===== src/rtl/mct_pkg.sv =====
package mct_pkg;
  localparam int CNT_W  = 32;
  localparam int HALF_W = 16;
  localparam int ADDR_W = 5;

  localparam logic [ADDR_W-1:0] OFS_CTRL = 5'h00;
  localparam logic [ADDR_W-1:0] OFS_TLO  = 5'h08;
  localparam logic [ADDR_W-1:0] OFS_THI  = 5'h0C;
  localparam logic [ADDR_W-1:0] OFS_CLO  = 5'h10;
  localparam logic [ADDR_W-1:0] OFS_CHI  = 5'h14;

  localparam int BIT_PER = 0;
  localparam int BIT_ONE = 1;
  localparam int BIT_IEN = 8;

  // Next count while running and not being rewritten by software.
  function automatic logic [CNT_W-1:0] next_count(
    input logic [CNT_W-1:0] cnt,
    input logic             hit,
    input logic             periodic
  );
    if (!hit)          return cnt + 1'b1;
    else if (periodic) return '0;
    else               return cnt;
  endfunction

  // Control register read image.
  function automatic logic [HALF_W-1:0] ctrl_image(
    input logic per, input logic one, input logic ien
  );
    logic [HALF_W-1:0] v;
    v = '0;
    v[BIT_PER] = per;
    v[BIT_ONE] = one;
    v[BIT_IEN] = ien;
    return v;
  endfunction
endpackage


===== src/rtl/mct_core.sv =====
module mct_core
  import mct_pkg::*;
#(
  parameter int W = CNT_W
) (
  input  logic         clk,
  input  logic         rst_n,
  input  logic         ctrl_wr,
  input  logic         wr_per,
  input  logic         wr_one,
  input  logic         wr_ien,
  input  logic [W-1:0] term_in,
  output logic [W-1:0] cnt_q,
  output logic         per_q,
  output logic         one_q,
  output logic         ien_q,
  output logic         pend_q,
  output logic         hit_evt
);
  logic [W-1:0] act_term_q;
  logic         running;
  logic         start_evt;
  logic         stop_evt;
  logic         clear_evt;

  assign running   = per_q | one_q;
  assign hit_evt   = running && !ctrl_wr && (cnt_q == act_term_q);
  assign start_evt = ctrl_wr && (wr_per || wr_one);
  assign stop_evt  = ctrl_wr && !wr_per && !wr_one;
  assign clear_evt = ctrl_wr && !wr_ien;

  always_ff @(posedge clk) begin
    if (!rst_n) begin
      cnt_q      <= '0;
      act_term_q <= '0;
      per_q      <= 1'b0;
      one_q      <= 1'b0;
      ien_q      <= 1'b0;
      pend_q     <= 1'b0;
    end else if (ctrl_wr) begin
      per_q <= wr_per;
      one_q <= wr_one & ~wr_per;
      ien_q <= wr_ien;
      if (start_evt) begin
        cnt_q      <= '0;
        act_term_q <= term_in;
      end
      if (clear_evt) pend_q <= 1'b0;
    end else if (running) begin
      cnt_q <= next_count(cnt_q, hit_evt, per_q);
      if (hit_evt) begin
        pend_q <= 1'b1;
        if (per_q) act_term_q <= term_in;
        else       one_q      <= 1'b0;
      end
    end
  end

  assert_start_zero_R3: assert property (@(posedge clk) disable iff (!rst_n)
    start_evt |=> (cnt_q == '0));
  assert_step_R3: assert property (@(posedge clk) disable iff (!rst_n)
    (running && !hit_evt && !ctrl_wr) |=> (cnt_q == $past(cnt_q) + 1'b1));
  assert_wrap_R4: assert property (@(posedge clk) disable iff (!rst_n)
    (hit_evt && per_q) |=> (cnt_q == '0 && pend_q && per_q));
  assert_oneshot_R5: assert property (@(posedge clk) disable iff (!rst_n)
    (hit_evt && one_q) |=> (!one_q && pend_q && cnt_q == $past(cnt_q)));
  assert_stop_R6: assert property (@(posedge clk) disable iff (!rst_n)
    stop_evt |=> (!per_q && !one_q && cnt_q == $past(cnt_q)));
  assert_clear_R7: assert property (@(posedge clk) disable iff (!rst_n)
    clear_evt |=> !pend_q);
  assert_pend_src_R7: assert property (@(posedge clk) disable iff (!rst_n)
    $rose(pend_q) |-> $past(hit_evt));
  assert_modes_R2: assert property (@(posedge clk) disable iff (!rst_n)
    !(per_q && one_q));
endmodule


===== src/rtl/mct_regfile.sv =====
module mct_regfile
  import mct_pkg::*;
#(
  parameter int W  = CNT_W,
  parameter int HW = HALF_W,
  parameter int AW = ADDR_W
) (
  input  logic          clk,
  input  logic          rst_n,
  input  logic [AW-1:0] addr,
  input  logic          wr,
  input  logic          rd,
  input  logic [HW-1:0] wdata,
  input  logic [W-1:0]  cnt_i,
  input  logic          per_i,
  input  logic          one_i,
  input  logic          ien_i,
  output logic [HW-1:0] rdata,
  output logic [W-1:0]  term_o,
  output logic          ctrl_wr
);
  logic [HW-1:0] term_lo_q;
  logic [HW-1:0] term_hi_q;
  logic [HW-1:0] shadow_q;
  logic [HW-1:0] rd_mux;
  logic          rd_cnt_lo;

  assign ctrl_wr   = wr && (addr == OFS_CTRL);
  assign rd_cnt_lo = rd && (addr == OFS_CLO);
  assign term_o    = {term_hi_q, term_lo_q};

  always_comb begin
    unique case (addr)
      OFS_CTRL: rd_mux = ctrl_image(per_i, one_i, ien_i);
      OFS_TLO:  rd_mux = term_lo_q;
      OFS_THI:  rd_mux = term_hi_q;
      OFS_CLO:  rd_mux = cnt_i[HW-1:0];
      OFS_CHI:  rd_mux = shadow_q;
      default:  rd_mux = '0;
    endcase
  end

  always_ff @(posedge clk) begin
    if (!rst_n) begin
      term_lo_q <= '0;
      term_hi_q <= '0;
      shadow_q  <= '0;
      rdata     <= '0;
    end else begin
      if (wr && addr == OFS_TLO) term_lo_q <= wdata;
      if (wr && addr == OFS_THI) term_hi_q <= wdata;
      if (rd_cnt_lo)             shadow_q  <= cnt_i[W-1:HW];
      if (rd)                    rdata     <= rd_mux;
    end
  end

  assert_lo_read_R9: assert property (@(posedge clk) disable iff (!rst_n)
    rd_cnt_lo |=> (rdata == $past(cnt_i[HW-1:0])));
  assert_shadow_R9: assert property (@(posedge clk) disable iff (!rst_n)
    rd_cnt_lo |=> (shadow_q == $past(cnt_i[W-1:HW])));
  assert_hold_R10: assert property (@(posedge clk) disable iff (!rst_n)
    !rd |=> $stable(rdata));
  assert_term_hold_R8: assert property (@(posedge clk) disable iff (!rst_n)
    !wr |=> $stable(term_o));
endmodule


===== src/rtl/mmio_count_timer.sv =====
module mmio_count_timer
  import mct_pkg::*;
(
  input  logic              clk,
  input  logic              rst_n,
  input  logic [ADDR_W-1:0] reg_addr,
  input  logic              reg_wr,
  input  logic              reg_rd,
  input  logic [HALF_W-1:0] reg_wdata,
  output logic [HALF_W-1:0] reg_rdata,
  output logic              irq
);
  logic [CNT_W-1:0] cnt;
  logic [CNT_W-1:0] term;
  logic             per, one, ien, pend, hit_evt, ctrl_wr;

  mct_regfile #(.W(CNT_W), .HW(HALF_W), .AW(ADDR_W)) u_regs (
    .clk     (clk),
    .rst_n   (rst_n),
    .addr    (reg_addr),
    .wr      (reg_wr),
    .rd      (reg_rd),
    .wdata   (reg_wdata),
    .cnt_i   (cnt),
    .per_i   (per),
    .one_i   (one),
    .ien_i   (ien),
    .rdata   (reg_rdata),
    .term_o  (term),
    .ctrl_wr (ctrl_wr)
  );

  mct_core #(.W(CNT_W)) u_core (
    .clk     (clk),
    .rst_n   (rst_n),
    .ctrl_wr (ctrl_wr),
    .wr_per  (reg_wdata[BIT_PER]),
    .wr_one  (reg_wdata[BIT_ONE]),
    .wr_ien  (reg_wdata[BIT_IEN]),
    .term_in (term),
    .cnt_q   (cnt),
    .per_q   (per),
    .one_q   (one),
    .ien_q   (ien),
    .pend_q  (pend),
    .hit_evt (hit_evt)
  );

  assign irq = pend & ien;

  assert_irq_rise_R7: assert property (@(posedge clk) disable iff (!rst_n)
    $rose(irq) |-> ($past(hit_evt) || $past(ctrl_wr)));
endmodule


===== config.mk =====
export PLATFORM = sky130hd
export DESIGN_NAME = mmio_count_timer
export DESIGN_NICKNAME = d
export VERILOG_FILES = /design/src/rtl/mct_pkg.sv /design/src/rtl/mct_core.sv /design/src/rtl/mct_regfile.sv /design/src/rtl/mmio_count_timer.sv
export SDC_FILE = /design/constraint.sdc
export NUM_CORES = 1
export LEC_CHECK = 0
export BUFFER_PORTS_ARGS = -buffer_cell sky130_fd_sc_hd__buf_4
export CAP_MARGIN = 10
export CORE_MARGIN = 2
export CORE_UTILIZATION = 40
export CTS_CLUSTER_DIAMETER = 60
export DETAILED_ROUTE_END_ITERATION = 6
export PLACE_DENSITY_LB_ADDON = 0.05
export SYNTH_ARGS = -nofsm -noshare
export SYNTH_HDL_FRONTEND = slang
export SYNTH_SLANG_ARGS = --single-unit

===== constraint.sdc =====
create_clock -name clk -period 2.4 [get_ports clk]
set_input_delay 0.12 -clock clk [delete_from_list [all_inputs] [get_ports clk]]
set_output_delay 0.12 -clock clk [all_outputs]
set_load 0.005 [all_outputs]

==> results.toml <==
[floorplan]
initial_core_util_pct = 40.8
fp.dieH_um = 128
core_area_um2 = 15100
fp-row-count = 45
die_w_um = 128
io_pins = 42
fp.dieArea_um2 = 16400

[worst_setup_path]
cp_max_fo = 23
path_class = "register to register"
crit_required_ns = 2.74
startpoint_type = "register"
cp_data_arrival_time_ns = 2.75
end_kind = "register"

[drt]
post_drt_via_cell_ratio = 5.52
wl_per_cell_um = 19.9
wirelength_um = 21200
ant_nets = 0
first_pass_iters = 7
dr_total_vias = 5858
drc = 0
drtIter0Drc = 515

[placement]
place_inst = 1012
gp_congestion = 0.937
dp_worst_setup_slack_ns = -0.0975
dp_hpwl_um = 15800
port_buffers = 41

[grt]
grt_overflow_total = 0
met3_usage_pct = 6.55
antenna_found_initial = 0
use_met2_pct = 40.3
grt_use_total_pct = 26.6
grt_pass1_wl_um = 32700
grtUsageMet1_pct = 36.4
busiest_layer = "met2"
grt_pass1_vias = 5639
grt_max_degree = 71

[synth]
syn_area_um2 = 6170
synth_seq_cells = 132
synthDistinctLibCells = 55
syn_inst = 766
syn_avg_cell_area_um2 = 8.06
syn-num-nets = 792
synth_ff_type = "dfxtp_1"
synth_warnings = 0
async_flop_share_pct = 0
ys_seq_area_share_pct = 42.8
synth_enable_flop_cells = 0

[timing]
setup_ws_ns = -0.0172
min_period_ns = 2.42
drv_slew = 0
fin_crit_sh_pct = 101
setup_viol = 13
worstMarginPinSlew_ns = 0.559
slew_headroom_pct = 62.6
skew_ns = 0.00634
rsz0062_at_grt = "yes"
max_freq_mhz = 414
hold_viol = 0

[clock_network]
cts_buffers = 17
cts_tree = "done"
insertion_delay_ns = 0.42
h-tree-depth = 4
clk_pin_slew_ns = 0.06
clock-sinks = 132
root_buffer = "clkbuf_16"
cts_buffer_depth = 2

[finish]
antennaDiodeCount = 0
layout.cells.non_filler = 1062
area_growth_pct = 28.8
final_cell_mix = "nand2_1, dfxtp_1, buf_4"
layout_commonest_cell = "nand2_1"
drive_above_1_share_pct = 24.9
fill_cells = 1432
nNetsFinal = 889
area.sequential_um2 = 2670
fin_util_pct = 52.5
multi_input_area_um2 = 3310

[power_and_ir_drop]
switching_power_mw = 1.13
p_int_mw = 3.91
pwr-share-comb_pct = 4.1
switching_share_pct = 22.5
pwr-share-clk_pct = 52.2
peakVddDrop_mv = 0.568
power.density_nw_per_um2 = 634
total_power_mw = 5.04
p_seq_share_pct = 43.7
leakage_nw = 2.82

[run_status]
violations = "setup timing"
status = "finished with violations"

[min_path]
holdCritPathClass = "primary input to register"

[run]
drv_cap = 0
## per-stage QoR
step	hold slack, ns	TNS [ns]	instance area, µm²
final	0.0149	-0.0956	7950
after global routing	0.00882	-3.63	7950
after CTS	0.00190	-0.0178	7860
after detailed placement	0.386	-2.65	7040
after global placement	0.377	-1.93	7040
after floorplan	0.256	0	6170
## layer usage
layer / wire, µm / share of wire [%]
met5: 0 / 0
met2: 9560 / 45
met1: 9700 / 46
met4: 554 / 2.6
met3: 1360 / 6.4
## sequential cells by signal (all words and copies together), names as in the netlist
| register | count |
|---|---|
| u_core.act_term_q | 32 |
| u_core.cnt_q | 32 |
| u_core.ien_q | 1 |
| u_core.one_q | 1 |
| u_core.pend_q | 1 |
| u_core.per_q | 1 |
| u_regs.rdata | 16 |
| u_regs.shadow_q | 16 |
| u_regs.term_hi_q | 16 |
| u_regs.term_lo_q | 16 |
## final timing paths
kind | startpoint | endpoint | slack [ns] | depth (start not counted)
setup / recovery | u_core.act_term_q[1]$_SDFFE_PN0P_ | u_core.cnt_q[21]$_SDFFE_PN0P_ | -0.02 | 9
hold / removal | rst_n | u_core.cnt_q[14]$_SDFFE_PN0P_ | 0.01 | 2
setup reg to reg | u_core.act_term_q[1]$_SDFFE_PN0P_ | u_core.cnt_q[21]$_SDFFE_PN0P_ | -0.02 | 9
hold reg to reg | u_regs.shadow_q[15]$_SDFFE_PN0P_ | u_regs.shadow_q[15]$_SDFFE_PN0P_ | 0.46 | 2
## critical path: stages, from the launching register on
cell,delay [ns]
dfxtp_2,0.32
xnor2_1,0.15
nand4_1,0.20
or4_4,0.55
buf_6,0.14
o31a_1,0.33
o21ai_4,0.19
buf_12,0.18
o31ai_1,0.09
a21oi_1,0.17
## timing repair
action,4_1_cts,5_1_grt
endpoints found under the setup margin,63,64
pin swaps,4,1
buffers inserted,1,1
resized for setup,20,25
hold buffers,17,0
gates cloned,0,1
hold endpoints to repair,37,0
## power by group through the flow
| stage | Clock (mW) | Combinational (mW) | Sequential, mW |
|---|---|---|---|
| finish | 2.63 | 0.206 | 2.20 |
| detailed placement | 0 | 0.176 | 2.25 |
| floorplan | 0 | 0.0900 | 2.25 |
| global placement | 0 | 0.175 | 2.25 |
| global route | 2.76 | 0.222 | 2.20 |
| CTS | 2.66 | 0.201 | 2.20 |
## logic make-up (layout without fill, tap and decap cells)
kind of cell | count (synthesis) | after routing | synth area share, %
AO/OA/AOI/OAI | 188 | 188 | 19.3
adder cells (fa/ha/maj) | 1 | 1 | 0.203
buffers and inverters | 62 | 170 | 5.01
AND/OR/NAND/NOR | 328 | 328 | 24.0
multiplexers | 18 | 18 | 3.28
flip-flops | 132 | 132 | 42.8
XOR/XNOR | 37 | 37 | 5.37
## synthesized netlist by cell type (all sizes together) (3+ instances only)
master / n / area, µm²
clkbuf: 37 / 139
nor3: 5 / 25.0
o21ai: 14 / 81.3
xnor2: 24 / 218
a22oi: 3 / 22.5
a311oi: 3 / 26.3
a21oi: 116 / 614
nand3: 19 / 95.1
mux2: 18 / 203
nor4: 9 / 62.6
o211ai: 4 / 30.0
or3: 10 / 67.6
nand4: 14 / 87.6
o31ai: 13 / 111
inv: 6 / 22.5
buf: 19 / 148
a211oi: 4 / 30.0
or4: 13 / 101
a222oi: 13 / 130
xor2: 13 / 114
a21boi: 4 / 30.0
nand2: 191 / 717
and3: 9 / 56.3
dfxtp: 132 / 2640
o21a: 6 / 45.0
nor2: 46 / 173
## area by class of cell
type | count | area share, %
multi-input combinational | 572 | 41.7
sequential | 132 | 33.5
timing repair buffer | 134 | 14.1
clock buffer | 18 | 5.40
tap | 188 | 2.96
clock inverter | 12 | 1.97
inverter | 6 | 0.299
No activity file was read; power rests on OpenSTA's default activity.
